$ cat src/rtl/sram_ctrl_pkg.sv
package sram_ctrl_pkg;

   typedef enum logic [2:0] {
      ST_PWRUP, ST_STBY, ST_IDLE, ST_WAKE,
      ST_RD, ST_TURN, ST_WR, ST_WHOLD
   } ctrl_st_e;

   // cycles covering ns at clock period clk_ns, never below one
   function automatic int unsigned ns2cyc(input int unsigned ns, input int unsigned clk_ns);
      int unsigned c;
      c = (ns + clk_ns - 1) / clk_ns;
      return (c == 0) ? 1 : c;
   endfunction

   function automatic int unsigned umax(input int unsigned a, input int unsigned b);
      return (a > b) ? a : b;
   endfunction

   function automatic int unsigned cnt_bits(input int unsigned v);
      return (v < 2) ? 1 : $clog2(v + 1);
   endfunction

endpackage

$ cat src/rtl/sram_ctrl_tmr.sv
module sram_ctrl_tmr #(
   parameter int unsigned CW = 4
) (
   input  logic          clk,
   input  logic          rst_n,
   input  logic          load,
   input  logic [CW-1:0] load_val,
   output logic          zero
);
   logic [CW-1:0] cnt_q;

   always_ff @(posedge clk or negedge rst_n) begin
      if (!rst_n)
         cnt_q <= '0;
      else if (load)
         cnt_q <= load_val;
      else if (cnt_q != '0)
         cnt_q <= cnt_q - 1'b1;
   end

   assign zero = (cnt_q == '0);
endmodule

$ cat src/rtl/sram_ctrl_pwrup.sv
module sram_ctrl_pwrup #(
   parameter int unsigned HOLD_CYC = 10000
) (
   input  logic clk,
   input  logic rst_n,
   output logic done
);
   localparam int unsigned HW = sram_ctrl_pkg::cnt_bits(HOLD_CYC);
   localparam logic [HW-1:0] LIMIT = HW'(HOLD_CYC);

   logic [HW-1:0] cnt_q;

   always_ff @(posedge clk or negedge rst_n) begin
      if (!rst_n)
         cnt_q <= '0;
      else if (cnt_q != LIMIT)
         cnt_q <= cnt_q + 1'b1;
   end

   assign done = (cnt_q == LIMIT);


   hold_mono_chk: assert property (@(posedge clk) disable iff (!rst_n)
      done |=> done);
endmodule

$ cat src/rtl/sram_async_ctrl.sv
module sram_async_ctrl
   import sram_ctrl_pkg::*;
#(
   parameter int unsigned ADDR_W    = 17,
   parameter int unsigned DATA_W    = 8,
   parameter int unsigned CLK_NS    = 10,
   parameter int unsigned T_RC_NS   = 10,
   parameter int unsigned T_AA_NS   = 10,
   parameter int unsigned T_DOE_NS  = 5,
   parameter int unsigned T_HZ_NS   = 5,
   parameter int unsigned T_PWE_NS  = 7,
   parameter int unsigned T_PU_NS   = 100000,
   parameter int unsigned IDLE_CYC  = 6
) (
   input  logic              clk,
   input  logic              rst_n,
   input  logic              req_valid,
   input  logic              req_write,
   input  logic [ADDR_W-1:0] req_addr,
   input  logic [DATA_W-1:0] req_wdata,
   output logic              req_ready,
   output logic              rsp_valid,
   output logic [DATA_W-1:0] rsp_rdata,
   output logic [ADDR_W-1:0] sram_addr,
   output logic              sram_ce_n,
   output logic              sram_oe_n,
   output logic              sram_we_n,
   output logic [DATA_W-1:0] sram_dq_out,
   output logic              sram_dq_oe,
   input  logic [DATA_W-1:0] sram_dq_in
);
   localparam int unsigned RD_CYC   = ns2cyc(umax(T_RC_NS, umax(T_AA_NS, T_DOE_NS)), CLK_NS);
   localparam int unsigned HZ_CYC   = ns2cyc(T_HZ_NS, CLK_NS);
   localparam int unsigned PWE_CYC  = ns2cyc(T_PWE_NS, CLK_NS);
   localparam int unsigned WAKE_CYC = umax(RD_CYC, HZ_CYC);
   localparam int unsigned PU_CYC   = ns2cyc(T_PU_NS, CLK_NS);
   localparam int unsigned MAX_CYC  = umax(umax(RD_CYC, HZ_CYC), umax(PWE_CYC, WAKE_CYC));
   localparam int unsigned CW       = cnt_bits(MAX_CYC);

   generate
      if (ADDR_W < 1 || DATA_W < 1) begin : g_bad_width
         $error("sram_async_ctrl: bus widths must be positive");
      end
      if (CLK_NS == 0) begin : g_bad_clk
         $error("sram_async_ctrl: clock period must be nonzero");
      end
   endgenerate

   ctrl_st_e          st_q, st_d;
   logic              wr_q, last_rd_q, accept, idle_expire;
   logic [ADDR_W-1:0] addr_q;
   logic [DATA_W-1:0] wdata_q, rdata_q;
   logic              rsp_q, tmr_zero, tmr_load, pu_done;
   logic [CW-1:0]     tmr_val;

   sram_ctrl_pwrup #(.HOLD_CYC(PU_CYC)) u_pwrup (
      .clk(clk), .rst_n(rst_n), .done(pu_done));

   sram_ctrl_tmr #(.CW(CW)) u_tmr (
      .clk(clk), .rst_n(rst_n), .load(tmr_load), .load_val(tmr_val), .zero(tmr_zero));

   // idle-to-standby timeout, removed entirely when IDLE_CYC is zero
   generate
      if (IDLE_CYC > 0) begin : g_idle
         localparam int unsigned IW = cnt_bits(IDLE_CYC);
         logic [IW-1:0] idle_q;
         always_ff @(posedge clk or negedge rst_n) begin
            if (!rst_n)
               idle_q <= '0;
            else if (st_q != ST_IDLE || accept)
               idle_q <= '0;
            else
               idle_q <= idle_q + 1'b1;
         end
         assign idle_expire = (st_q == ST_IDLE) && (idle_q == IW'(IDLE_CYC - 1));
      end else begin : g_no_idle
         assign idle_expire = 1'b0;
      end
   endgenerate

   assign req_ready = (st_q == ST_IDLE) || (st_q == ST_STBY);
   assign accept    = req_ready && req_valid;

   always_comb begin
      st_d = st_q;
      unique case (st_q)
         ST_PWRUP: if (pu_done) st_d = ST_STBY;
         ST_STBY:  if (accept) st_d = ST_WAKE;
         ST_IDLE: begin
            if (accept)
               st_d = !req_write ? ST_RD : (last_rd_q ? ST_TURN : ST_WR);
            else if (idle_expire)
               st_d = ST_STBY;
         end
         ST_WAKE:  if (tmr_zero) st_d = wr_q ? ST_WR : ST_RD;
         ST_RD:    if (tmr_zero) st_d = ST_IDLE;
         ST_TURN:  if (tmr_zero) st_d = ST_WR;
         ST_WR:    if (tmr_zero) st_d = ST_WHOLD;
         ST_WHOLD: st_d = ST_IDLE;
         default:  st_d = ST_PWRUP;
      endcase
   end

   assign tmr_load = (st_d != st_q);
   always_comb begin
      unique case (st_d)
         ST_WAKE: tmr_val = CW'(WAKE_CYC - 1);
         ST_RD:   tmr_val = CW'(RD_CYC - 1);
         ST_TURN: tmr_val = CW'(HZ_CYC - 1);
         ST_WR:   tmr_val = CW'(PWE_CYC - 1);
         default: tmr_val = '0;
      endcase
   end

   always_ff @(posedge clk or negedge rst_n) begin
      if (!rst_n) begin
         st_q      <= ST_PWRUP;
         wr_q      <= 1'b0;
         last_rd_q <= 1'b0;
         addr_q    <= '0;
         wdata_q   <= '0;
         rdata_q   <= '0;
         rsp_q     <= 1'b0;
      end else begin
         st_q  <= st_d;
         rsp_q <= (st_q == ST_RD) && tmr_zero;
         if (accept) begin
            wr_q    <= req_write;
            addr_q  <= req_addr;
            wdata_q <= req_wdata;
         end
         if ((st_q == ST_RD) && tmr_zero)
            rdata_q <= sram_dq_in;
         if ((st_q == ST_RD) && (st_d != ST_RD))
            last_rd_q <= 1'b1;
         else if (st_d == ST_WR || st_d == ST_STBY)
            last_rd_q <= 1'b0;
      end
   end

   assign sram_ce_n   = (st_q == ST_PWRUP) || (st_q == ST_STBY);
   assign sram_oe_n   = (st_q != ST_RD);
   assign sram_we_n   = (st_q != ST_WR);
   assign sram_dq_oe  = (st_q == ST_WR) || (st_q == ST_WHOLD);
   assign sram_addr   = addr_q;
   assign sram_dq_out = wdata_q;
   assign rsp_valid   = rsp_q;
   assign rsp_rdata   = rdata_q;


   we_oe_excl_chk: assert property (@(posedge clk) disable iff (!rst_n)
      !sram_we_n |-> sram_oe_n);

   we_needs_ce_chk: assert property (@(posedge clk) disable iff (!rst_n)
      !sram_we_n |-> !sram_ce_n);

   we_drives_bus_chk: assert property (@(posedge clk) disable iff (!rst_n)
      !sram_we_n |-> sram_dq_oe);

   we_hold_chk: assert property (@(posedge clk) disable iff (!rst_n)
      $rose(sram_we_n) |-> sram_dq_oe && $stable(sram_addr) && $stable(sram_dq_out));

   turn_gap_chk: assert property (@(posedge clk) disable iff (!rst_n)
      $rose(sram_dq_oe) |-> sram_oe_n && $past(sram_oe_n));

   rsp_pulse_chk: assert property (@(posedge clk) disable iff (!rst_n)
      rsp_valid |=> !rsp_valid);

   pwrup_quiet_chk: assert property (@(posedge clk) disable iff (!rst_n)
      !pu_done |-> sram_ce_n && !req_ready);

   wake_idle_chk: assert property (@(posedge clk) disable iff (!rst_n)
      $fell(sram_ce_n) |-> sram_oe_n && sram_we_n);

   ready_quiet_chk: assert property (@(posedge clk) disable iff (!rst_n)
      req_ready |-> sram_oe_n && sram_we_n);
endmodule

$ cat config.mk
export PLATFORM = sky130hd
export DESIGN_NAME = sram_async_ctrl
export DESIGN_NICKNAME = d
export VERILOG_FILES = /design/src/rtl/sram_ctrl_pkg.sv /design/src/rtl/sram_ctrl_tmr.sv /design/src/rtl/sram_ctrl_pwrup.sv /design/src/rtl/sram_async_ctrl.sv
export SDC_FILE = /design/constraint.sdc
export NUM_CORES = 1
export LEC_CHECK = 0
export BUFFER_PORTS_ARGS = -buffer_cell sky130_fd_sc_hd__buf_2
export CAP_MARGIN = 20
export CORE_AREA = 5 5 69 96
export DETAILED_ROUTE_END_ITERATION = 8
export DIE_AREA = 0 0 74 101
export PLACE_DENSITY_LB_ADDON = 0.05
export SLEW_MARGIN = 25
export SYNTH_ARGS = -nofsm -noshare
export SYNTH_HDL_FRONTEND = slang
export SYNTH_SLANG_ARGS = --single-unit
$ cat constraint.sdc
create_clock -name clk -period 2.4 [get_ports clk]
set_input_delay 0.48 -clock clk [delete_from_list [all_inputs] [get_ports clk]]
set_output_delay 0.48 -clock clk [all_outputs]
set_load 0.1 [all_outputs]
* Yosys cells after proc, flatten, opt, wreduce, memory -nomap -nowiden
Index checks and enable logic that the tools add are counted.
** Storage, ports and cells
- Bits in registers :: 57
- Bits of input ports :: 37
- Logic and storage cells :: 59
** Cells by class
- Add/sub/neg operators :: 3
- Equality and inequality tests :: 17
- Mux-type cells :: 17
- Bitwise logic cells :: 1
- Reduce and logical (&&, ||, !) cells :: 11
** Operators by type and width (count)
- $mux W3 :: 9
- $pmux W3 S8 :: 1
- $eq A3 B3 Y1 const B :: 6
- $add A14 B1 Y14 const B :: 1
- $eq A14 B14 Y1 const B :: 1
- $ne A14 B14 Y1 const B :: 1
- $ne A3 B3 Y1 const B :: 3
- $eq A3 B1 Y1 const B :: 2
- $eq A3 B2 Y1 const B :: 2
- $mux W2 :: 3
- $logic_or A1 B1 Y1 :: 5
- $logic_and A1 B1 Y1 :: 4
- $mux W1 :: 4
- $add A3 B1 Y3 const B :: 1
- $logic_not A3 Y1 :: 1
- $ne A3 B2 Y1 const B :: 1
- $ne A3 B3 Y1 :: 1
- $reduce_bool A2 Y1 :: 1
- $not A1 Y1 :: 1
- $sub A1 B1 Y1 const B :: 1

* Depth between registers and ports, before layout
Gate-level depths: netlist of the first run.
- Word-level depth :: 9
- Gate-level depth with buffers :: 8
- Mapped depth without buffers :: 7

* Modules after synthesis
From an unflattened synthesis of the first run, not the netlist that was laid out.
** Unflattened totals
- Cells, all modules :: 206
- Area total of the unflattened synthesis :: 2685.1 um^2
** By module, submodules not included
- sram_async_ctrl :: instances 1, cells an instance 142, area an instance 1971.9 um^2, seq. area each 1051.0 um^2
- sram_ctrl_pwrup :: instances 1, cells an instance 61, area an instance 678.2 um^2, seq. area each 350.3 um^2
- sram_ctrl_tmr :: instances 1, cells an instance 3, area an instance 35.0 um^2, seq. area each 25.0 um^2

* Worst setup path before layout of the first run
No wires, ideal clock.
- Path kind :: flip-flop to flip-flop
- Start :: reg st_q[1]
- End :: reg addr_q[0], in the netlist sram_addr[0]
- Library setup time :: 0.125 ns
- Arrival :: 3.148 ns
- Data required time :: 2.275 ns
- Setup slack :: -0.873 ns
- Cell stages (with the launch flop) :: 8
- Buffers on the path :: 3
- Clock period less this slack :: 3.273 ns
- Cell sequence :: dfrtp_1 -> buf_2 -> xnor2_1 -> nor2_1 -> and2_1 -> clkbuf_1 -> buf_1 -> mux2_2
** On the way
- Word-level cells in the longest chain between the ends :: 3
- Elaborated cells on any way between the ends :: 4
- Classes of those cells :: 2 x eq/ne; 2 x reduce/logical
** Ends and longest elaborated chain
- start, declared :: RTL line sram_async_ctrl.sv:49 : ctrl_st_e st_q, st_d;
- start signal, assigned :: RTL line sram_async_ctrl.sv:125 : st_q <= st_d;
- $eq A3 B2 Y1 / $eq A3 B1 Y1 (equally long branches) :: RTL line sram_async_ctrl.sv:81 : assign req_ready = (st_q == ST_IDLE) || (st_q == ST_STBY);
- $logic_or A1 B1 Y1 * :: RTL line sram_async_ctrl.sv:81
- net req_ready :: RTL line sram_async_ctrl.sv:21 : output logic req_ready,
- $logic_and A1 B1 Y1 * :: RTL line sram_async_ctrl.sv:82 : assign accept = req_ready && req_valid;
- end signal, assigned :: RTL line sram_async_ctrl.sv:129 : addr_q <= req_addr;
- end, declared :: RTL line sram_async_ctrl.sv:51 : logic [ADDR_W-1:0] addr_q;
The timed path passes the listed nets; every way through them passes the cells marked *.
A chain may end at the register's enable or synchronous reset.

* Worst setup path after layout of the first run
- Start :: reg u_pwrup.cnt_q[7]
- End :: reg last_rd_q
** On the way
- Word-level cells in the longest chain between the ends :: 6
- Elaborated cells on any way between the ends :: 10
- Classes of those cells :: 4 x eq/ne; 3 x mux; 3 x reduce/logical
** Ends and longest elaborated chain
- start, declared :: RTL line sram_ctrl_pwrup.sv:11 : logic [HW-1:0] cnt_q;
- start signal, assigned :: RTL line sram_ctrl_pwrup.sv:17 : cnt_q <= cnt_q + 1'b1;
- $eq A14 B14 Y1 * :: RTL line sram_ctrl_pwrup.sv:20 : assign done = (cnt_q == LIMIT);
- $mux W3 * :: RTL line sram_async_ctrl.sv:87 : ST_PWRUP: if (pu_done) st_d = ST_STBY;
- $pmux W3 S8 * :: RTL line sram_async_ctrl.sv:86 : unique case (st_q)
- net st_d[0] :: RTL line sram_async_ctrl.sv:49
- $ne A3 B3 Y1 (tied with other cells) :: RTL line sram_async_ctrl.sv:134 : if ((st_q == ST_RD) && (st_d != ST_RD))
- $logic_and A1 B1 Y1 / $logic_or A1 B1 Y1 (equally long branches) :: RTL line sram_async_ctrl.sv:134, sram_async_ctrl.sv:136
- $mux W1 / $reduce_bool A2 Y1 (equally long branches)
- end signal, assigned :: RTL line sram_async_ctrl.sv:119 : last_rd_q <= 1'b0;
- end signal, assigned :: RTL line sram_async_ctrl.sv:135 : last_rd_q <= 1'b1;
- end signal, assigned :: RTL line sram_async_ctrl.sv:137 : last_rd_q <= 1'b0;
- end, declared :: RTL line sram_async_ctrl.sv:50 : logic wr_q, last_rd_q, accept, idle_expire;
Marks and branches as above.

==> results_dict.tcl, run 1 <==
set metrics [dict create \
    endpoint_kind "flop" \
    die_h_um 101 \
    n_fill_cell 526 \
    port_buffers 75 \
    yosys_most_used_dff "dfrtp_1" \
    clockBufferDepth 2 \
    clock-sinks 56 \
    cts_setup_buffers 0 \
    globalRoute.totalOverflow 0 \
    syn_inst 176 \
    slew_headroom_pct 60.33 \
    synth_compound_area_share_pct 2.567 \
    fin_crit_sh_pct 92.12 \
    synth_edf_count 0 \
    place.gp.congestion 0.7397 \
    synth_warnings 0 \
    synth_xor_area_share_pct 5.241 \
    coreArea_um2 5739 \
    cp_max_fo 5 \
    async_flop_share_pct 100.0 \
    viasPerCell 4.827 \
    wire_per_inst_um 13.57 \
    dpl.hpwl_um 3350 \
    cts_root_buffer "clkbuf_8" \
    slew_violations 0 \
    antenna_cells 0 \
    grt_usage_pct 12.49 \
    finalCriticalPeriod_ns 2.211 \
    start_util_pct 40.77 \
    dpl_worst_slack_ns 0.1622 \
    ios 76 \
    multi_input_area_um2 893.4 \
    syn_nets 217 \
    synth.avg_cell_area_um2 13.29 \
    synthTopCellsByArea "dfrtp_1, mux2_2, xnor2_1" \
    skew_ns 0.009530 \
    startpoint "u_pwrup.cnt_q[7]$_DFFE_PN0N_" \
    syn_to_final_growth_pct 24.17 \
    finalHoldViolCount 0 \
    chipWidth_um 74 \
    crit_arrival_ns 2.45 \
    finalWorstSetupSlack_ns 0.1891 \
    yosysSeqAreaShare_pct 59.89 \
    final-seq-area_um2 1401 \
    r2r_start "u_pwrup.cnt_q[7]$_DFFE_PN0N_" \
    synth_top_family_by_area "multiplexers" \
    grt_antenna_before_repair 0 \
    setup_viol_count_final 0 \
    num_rows 33 \
    die_area_um2 7474 \
    grt_pass1_vias 1582 \
    drtIter0Drc 39 \
    syn_area_um2 2340 \
    hp-class "in -> async" \
    drive_above_1_share_pct 48.43 \
    hold_ws_ns 0.1563 \
    start_kind "flop" \
    synthAdderAreaFrac_pct 2.139 \
    first_pass_iters 4 \
    outcome "finished, final reports clean" \
    synthDistinctLibCells 31 \
    max_freq_mhz 452.3 \
    synth-seq-cells 56 \
    htreeDepth 2 \
    worst_pin_slew_ns 0.5873 \
    synth_top_area_share_pct 59.89 \
    rsz0062_at_grt "no" \
    final.setup.tns_ns 0 \
    vias 1564 \
    synth_simple_gate_area_share_pct 10.21 \
    ant_nets 0 \
    path_class "reg -> reg" \
    yosysTopAreaCell "dfrtp_1" \
    cts_tree "built" \
    hold_buffers 0 \
    cp.required_ns 2.63 \
    clock_latency_ns 0.31 \
    final_nets 294 \
    path_clk_slew_ns 0.10 \
    synth.area.mux_share_pct 17.70 \
    routed_wl_um 4397 \
    cts_buffers 5 \
    drc 0 \
    drv_cap 0 \
    grt_pass1_wl_um 7182 \
    cts_resized 0 \
    grt_max_degree 34 \
]
-- per-layer routing --
metal | vias to the layer above | global-route usage (%) | share of wire [%]
met5 | - | 0 | 0
met4 | 0 | 5.439 | 1.9
met3 | 6 | 3.393 | 8.0
met2 | 51 | 21.93 | 51
met1 | 750 | 13.80 | 39
li1 | 757 | - | -
-- cell type report --
type	instances	share of cell area [%]
clock buffer	7	2.972
timing repair buffer	78	14.13
clock inverter	1	0.2584
tap	70	3.015
sequential	56	48.23
multi-input combinational	107	30.75
inverter	5	0.6460
-- registers in the layout (all words and copies together) (netlist names) --
register and cells:
g_idle.idle_q 3, last_rd_q 1, rsp_rdata 8, rsp_valid 1
sram_addr 17, sram_dq_out 8, st_q 3, u_pwrup.cnt_q 14
wr_q 1
-- path summary, 6_finish.rpt --
path | slack [ns] | cells after the start | to
hold / removal | 0.16 | 1 | sram_addr[1]$_DFFE_PN0P_
max in group asynchronous | 1.68 | 2 | u_pwrup.cnt_q[6]$_DFFE_PN0N_
hold reg to reg | 0.47 | 1 | g_idle.idle_q[0]$_DFF_PN0_
min in group clk | 0.39 | 2 | sram_addr[9]$_DFFE_PN0P_
setup / recovery | 0.19 | 5 | last_rd_q$_DFFE_PN0P_
setup reg to reg | 0.19 | 5 | last_rd_q$_DFFE_PN0P_
-- through the flow --
stage          area [um^2]  instances  utilization, %
5_1_grt               2905        324           50.62
3_5_place_dp          2811        316           48.99
6_report              2905        324           50.62
3_3_place_gp          2811        316           48.99
2_1_floorplan         2350        176               -
4_1_cts               2905        324           50.62
-- cell usage after synthesis (2+ instances only) --
master / n
nor3_1: 2
nand3_1: 6
inv_1: 5
nor2_1: 13
or4b_1: 2
xnor2_1: 10
and2_1: 3
buf_2: 3
ha_1: 4
clkbuf_1: 3
and3_1: 3
dfrtp_1: 56
mux2_2: 35
xor2_1: 4
buf_1: 2
nand4_1: 2
and3b_1: 2
nand2_1: 7
mux2i_1: 2
-- cells in the final DEF, fill, tap and decap left out, types with 3 or more instances in the layout --
cell,instances
buf_2,75
nand3_1,6
nand2_1,7
dfrtp_1,56
xor2_1,4
and2_1,3
nor2_1,12
ha_1,4
clkbuf_8,6
xnor2_1,10
and3_1,3
inv_1,5
mux2_2,35
-- critical path: stages (launching register included) --
cell,delay (ns)
dfrtp_1,0.43
or4b_1,0.52
or4_1,0.67
a21oi_4,0.19
and3b_1,0.18
nor3_1,0.15
-- kinds of logic (layout without fill, tap and decap cells) --
family | after synthesis | in the layout
multiplexers | 37 | 37
buffers and inverters | 13 | 91
AO/OA/AOI/OAI | 7 | 7
adder cells (fa/ha/maj) | 4 | 4
AND/OR/NAND/NOR | 45 | 45
flip-flops | 56 | 56
XOR/XNOR | 14 | 14
Power of run 1 is not shown: default switching activity piles up to over one toggle a cycle in this logic, so the estimate is an artifact.
==> run 2, diff against run 1 <==
--- a/config.mk
+++ b/config.mk
@@ -8,6 +8,7 @@
 export BUFFER_PORTS_ARGS = -buffer_cell sky130_fd_sc_hd__buf_2
 export CAP_MARGIN = 20
 export CORE_AREA = 5 5 69 96
+export CTS_BUF_LIST = sky130_fd_sc_hd__clkbuf_16
 export DETAILED_ROUTE_END_ITERATION = 8
 export DIE_AREA = 0 0 74 101
 export PLACE_DENSITY_LB_ADDON = 0.05
==> run 2 against run 1 <==
  * Global-route usage is essentially flat
  * Clock skew shrank 0.0011 ns
  * Non-clock buffer count is the same
  * Sequential cell count is the same
  * Design area grew 1.6%
  * Fmax shrank 0.29%
  * Sequential share of layout area shrank 0.76 points
  * Routed wire length shrank 0.20%
  * Core utilization grew 0.81 points
  * Critical endpoint unchanged
  * First-iteration DRC count grew 41%
  * Die area is the same
==> results_dict.tcl, run 2 (synthesized netlist as in run 1, its figures left out) <==
set metrics [dict create \
    ios 76 \
    coreArea_um2 5739 \
    cp_max_fo 5 \
    cp_slowest_cell "or4_1" \
    layout_common_cells "buf_2, dfrtp_1, mux2_2, nor2_1, xnor2_1" \
    slew_violations 0 \
    instances_no_fill 324 \
    grt_pass1_wl_um 7231 \
    drive_above_1_share_pct 48.03 \
    clockBufferDepth 2 \
    cp.required_ns 2.61 \
    largest_reg_flops 17 \
    grt_util_met1_pct 14.12 \
    clock-sinks 56 \
    cts_root_buffer "clkbuf_16" \
    cts_tree "built" \
    start_kind "flop" \
    finalCriticalPeriod_ns 2.217 \
    layout_commonest_cell "buf_2" \
    finalHoldViolCount 0 \
    critPathMaxStageDelay_ns 0.67 \
    endpoint_kind "flop" \
    drc 0 \
    setup_viol_count_final 0 \
    grt_antenna_before_repair 0 \
    use_met2_pct 21.86 \
    path_clk_slew_ns 0.07 \
    drv_cap 0 \
    use_met3_pct 3.094 \
    first_pass_iters 4 \
    reg2reg_to "last_rd_q$_DFFE_PN0P_" \
    path_cells "or4b_1 > or4_1 > a21oi_4 > and3b_1 > nor3_1" \
    n_fill_cell 521 \
    max_freq_mhz 451.0 \
    grt_usage_pct 12.51 \
    hp-class "in -> async" \
    outcome "finished, final reports clean" \
    hold_buffers 0 \
    chipWidth_um 74 \
    grt_max_degree 34 \
    grt_pass1_vias 1584 \
    rsz0062_at_grt "no" \
    multi_input_area_um2 893.4 \
    cts_setup_buffers 0 \
    port_buffers 75 \
    wire_per_inst_um 13.54 \
    crit_arrival_ns 2.43 \
    r2r_slack_ns 0.18 \
    worst_pin_slew_ns 0.5755 \
    globalRoute.totalOverflow 0 \
    path_class "reg -> reg" \
    cts_resized 0 \
    skew_ns 0.008424 \
    ff2ff_path_depth 5 \
    start_util_pct 40.77 \
    cp_num_buf_inv 0 \
    grt-busiest-layer "met2" \
    htreeDepth 2 \
    place.gp.congestion 0.7397 \
    placedCellCount 316 \
    crit_family "simple AND/OR/NAND/NOR gates" \
    r2r_start "u_pwrup.cnt_q[7]$_DFFE_PN0N_" \
    antenna_cells 0 \
    clock_latency_ns 0.29 \
    viasPerCell 4.846 \
    die_h_um 101 \
    ant_nets 0 \
    final-seq-area_um2 1401 \
    die_area_um2 7474 \
    cts_buffers 5 \
    routed_wl_um 4388 \
    fin_crit_sh_pct 92.39 \
    num_rows 33 \
    dpl.hpwl_um 3350 \
    slew_headroom_pct 61.13 \
    vias 1570 \
    drtIter0Drc 55 \
    final_nets 294 \
    final.setup.tns_ns 0 \
    syn_to_final_growth_pct 26.15 \
]
## run 2: cell types whose count changed in the layout (fill, tap and decap cells not counted), sizes merged
cell and change:
clkbuf -2, inv +1, clkinv +1
## run 2: layer usage
layer  wire length [um]  part of all wire (%)  vias to the layer above
li1                   -                     -                      755
met1               1711                    39                      756
met2               2247                    51                       51
met3                344                   7.8                        8
met4                 83                   1.9                        0
met5                  0                     0                        -
## run 2: how the worst max path moves through the flow
stage | from | to | cells after the start
5_1_grt | u_pwrup.cnt_q[7]$_DFFE_PN0N_ | last_rd_q$_DFFE_PN0P_ | 5
3_5_place_dp | u_pwrup.cnt_q[7]$_DFFE_PN0N_ | last_rd_q$_DFFE_PN0P_ | 5
3_3_place_gp | u_pwrup.cnt_q[7]$_DFFE_PN0N_ | last_rd_q$_DFFE_PN0P_ | 5
6_report | u_pwrup.cnt_q[7]$_DFFE_PN0N_ | last_rd_q$_DFFE_PN0P_ | 5
4_1_cts | u_pwrup.cnt_q[7]$_DFFE_PN0N_ | last_rd_q$_DFFE_PN0P_ | 5
2_1_floorplan | st_q[2]$_DFF_PN0_ | sram_ce_n | 2
## run 2: final cells by class
class | instances | share of cell area [%]
Sequential cell | 56 | 47.48
Tap cell | 70 | 2.967
Inverter | 5 | 0.6359
Multi-Input combinational cell | 107 | 30.27
Timing Repair Buffer | 78 | 13.90
Clock inverter | 3 | 0.5087
Clock buffer | 5 | 4.239
## run 2: metrics by stage
step	instance area (um^2)	worst slack, ns	hold slack, ns	util (%)
5_1_grt	2952	0.06257	0.2330	51.43
4_1_cts	2952	0.1610	0.2026	51.43
3_3_place_gp	2811	0.2168	0.4560	48.99
2_1_floorplan	2350	0.07286	0.1844	-
3_5_place_dp	2811	0.1622	0.4594	48.99
6_report	2952	0.1827	0.1759	51.43
Power of run 2 is left out for the same reason.
==> run 3, diff against run 2 <==
--- a/config.mk
+++ b/config.mk
@@ -11,7 +11,7 @@
 export CTS_BUF_LIST = sky130_fd_sc_hd__clkbuf_16
 export DETAILED_ROUTE_END_ITERATION = 8
 export DIE_AREA = 0 0 74 101
-export PLACE_DENSITY_LB_ADDON = 0.05
+export PLACE_DENSITY = 0.66
 export SLEW_MARGIN = 25
 export SYNTH_ARGS = -nofsm -noshare
 export SYNTH_HDL_FRONTEND = slang
==> run 3 against run 2 <==
  * Critical endpoint unchanged
  * Sequential cell count stayed put
  * Via count is 1.3% lower
  * Non-clock buffer count stayed put
  * Routed wire length is 4.2% lower
  * Sequential share of layout area is 0.080 points lower
  * Design area is 0.17% higher
  * Worst hold slack better by 0.016 ns
  * Core utilization is 0.087 points higher
  * Die area stayed put
==> results_dict.tcl, run 3 (synthesized netlist as in run 1, its figures left out) <==
set metrics [dict create \
    die_h_um 101 \
    cts_buffers 5 \
    first_pass_iters 4 \
    num_rows 33 \
    finalHoldViolCount 0 \
    clockBufferDepth 2 \
    rsz0062_at_grt "no" \
    clock-sinks 56 \
    routed_wl_um 4204 \
    final_nets 294 \
    chipWidth_um 74 \
    layout_commonest_cell "buf_2" \
    placedCellCount 316 \
    fin_crit_sh_pct 90.59 \
    instances_no_fill 324 \
    cp_max_fo 5 \
    skew_ns 0.003392 \
    start_kind "flop" \
    place.gp.congestion 0.7937 \
    viasPerCell 4.784 \
    port_buffers 75 \
    coreArea_um2 5739 \
    path_class "reg -> reg" \
    ant_nets 0 \
    cts_root_buffer "clkbuf_16" \
    final-seq-area_um2 1401 \
    hold_buffers 0 \
    syn_to_final_growth_pct 26.36 \
    path_clk_slew_ns 0.06 \
    grt_antenna_before_repair 0 \
    ios 76 \
    clock_latency_ns 0.28 \
    finalCriticalPeriod_ns 2.174 \
    slew_violations 0 \
    die_area_um2 7474 \
    layout_common_cells "buf_2, dfrtp_1, mux2_2, nor2_1, xnor2_1" \
    drive_above_1_share_pct 48.43 \
    start_util_pct 40.77 \
    cts_setup_buffers 0 \
    hp-class "in -> async" \
    grt_pass1_wl_um 7065 \
    cts_tree "built" \
    multi_input_area_um2 893.4 \
    n_fill_cell 493 \
    endpoint_kind "flop" \
    worst_pin_slew_ns 0.5769 \
    drv_cap 0 \
    cp.required_ns 2.60 \
    dpl_worst_slack_ns 0.2169 \
    max_freq_mhz 459.9 \
    dpl.hpwl_um 3271 \
    wire_per_inst_um 12.98 \
    largest_reg_flops 17 \
    vias 1550 \
    slew_headroom_pct 61.54 \
    drc 0 \
    grt_pass1_vias 1588 \
    cts_resized 0 \
    outcome "finished, final reports clean" \
    globalRoute.totalOverflow 0 \
    antenna_cells 0 \
    setup_viol_count_final 0 \
    r2r_slack_ns 0.23 \
    crit_arrival_ns 2.38 \
    htreeDepth 2 \
    grt_max_degree 33 \
    final.setup.tns_ns 0 \
    finalWorstSetupSlack_ns 0.2258 \
    grt_usage_pct 12.12 \
    drtIter0Drc 45 \
]
run 3: cell types whose count changed in the layout (fill, tap and decap cells not counted):
| cell | delta |
|---|---|
| clkinv_1 | -1 |
| clkinv_4 | +1 |
run 3: final timing paths:
kind,endpoint,start,cells past startpoint
setup / recovery,last_rd_q$_DFFE_PN0P_,u_pwrup.cnt_q[7]$_DFFE_PN0N_,5
hold / removal,rsp_rdata[7]$_DFFE_PN0P_,rst_n,1
setup reg to reg,last_rd_q$_DFFE_PN0P_,u_pwrup.cnt_q[7]$_DFFE_PN0N_,5
hold reg to reg,u_pwrup.cnt_q[13]$_DFFE_PN0N_,u_pwrup.cnt_q[13]$_DFFE_PN0N_,1
max in group asynchronous,u_pwrup.cnt_q[10]$_DFFE_PN0N_,rst_n,2
min in group clk,sram_addr[16]$_DFFE_PN0P_,req_addr[16],2
run 3: layer usage:
layer,global-route usage (%),vias up,wire [um]
li1,-,756,-
met1,13.91,741,1714
met2,21.11,49,2106
met3,3.194,4,331
met4,4.603,0,52
met5,0,-,0
run 3: worst max-delay path, cell delays in order, from the launching register on:
cell	delay, ns
dfrtp_1	0.42
or4b_1	0.51
or4_1	0.65
a21oi_4	0.19
and3b_1	0.18
nor3_1	0.15
run 3: per-stage QoR:
stage                     hold slack, ns  cell area, um^2  util, %
after floorplan                   0.1844             2350        -
after global placement            0.4606             2811    48.99
after detailed placement          0.4625             2811    48.99
after CTS                         0.2129             2957    51.52
after global routing              0.2481             2957    51.52
final                             0.1918             2957    51.52
run 3: layout make-up:
type                            instances  area share, %
Timing Repair Buffer                   78          13.88
Clock buffer                            5          4.232
Sequential cell                        56          47.40
Inverter                                5         0.6348
Clock inverter                          3         0.6771
Multi-Input combinational cell        107          30.22
Tap cell                               70          2.962
Power of run 3 is left out for the same reason.
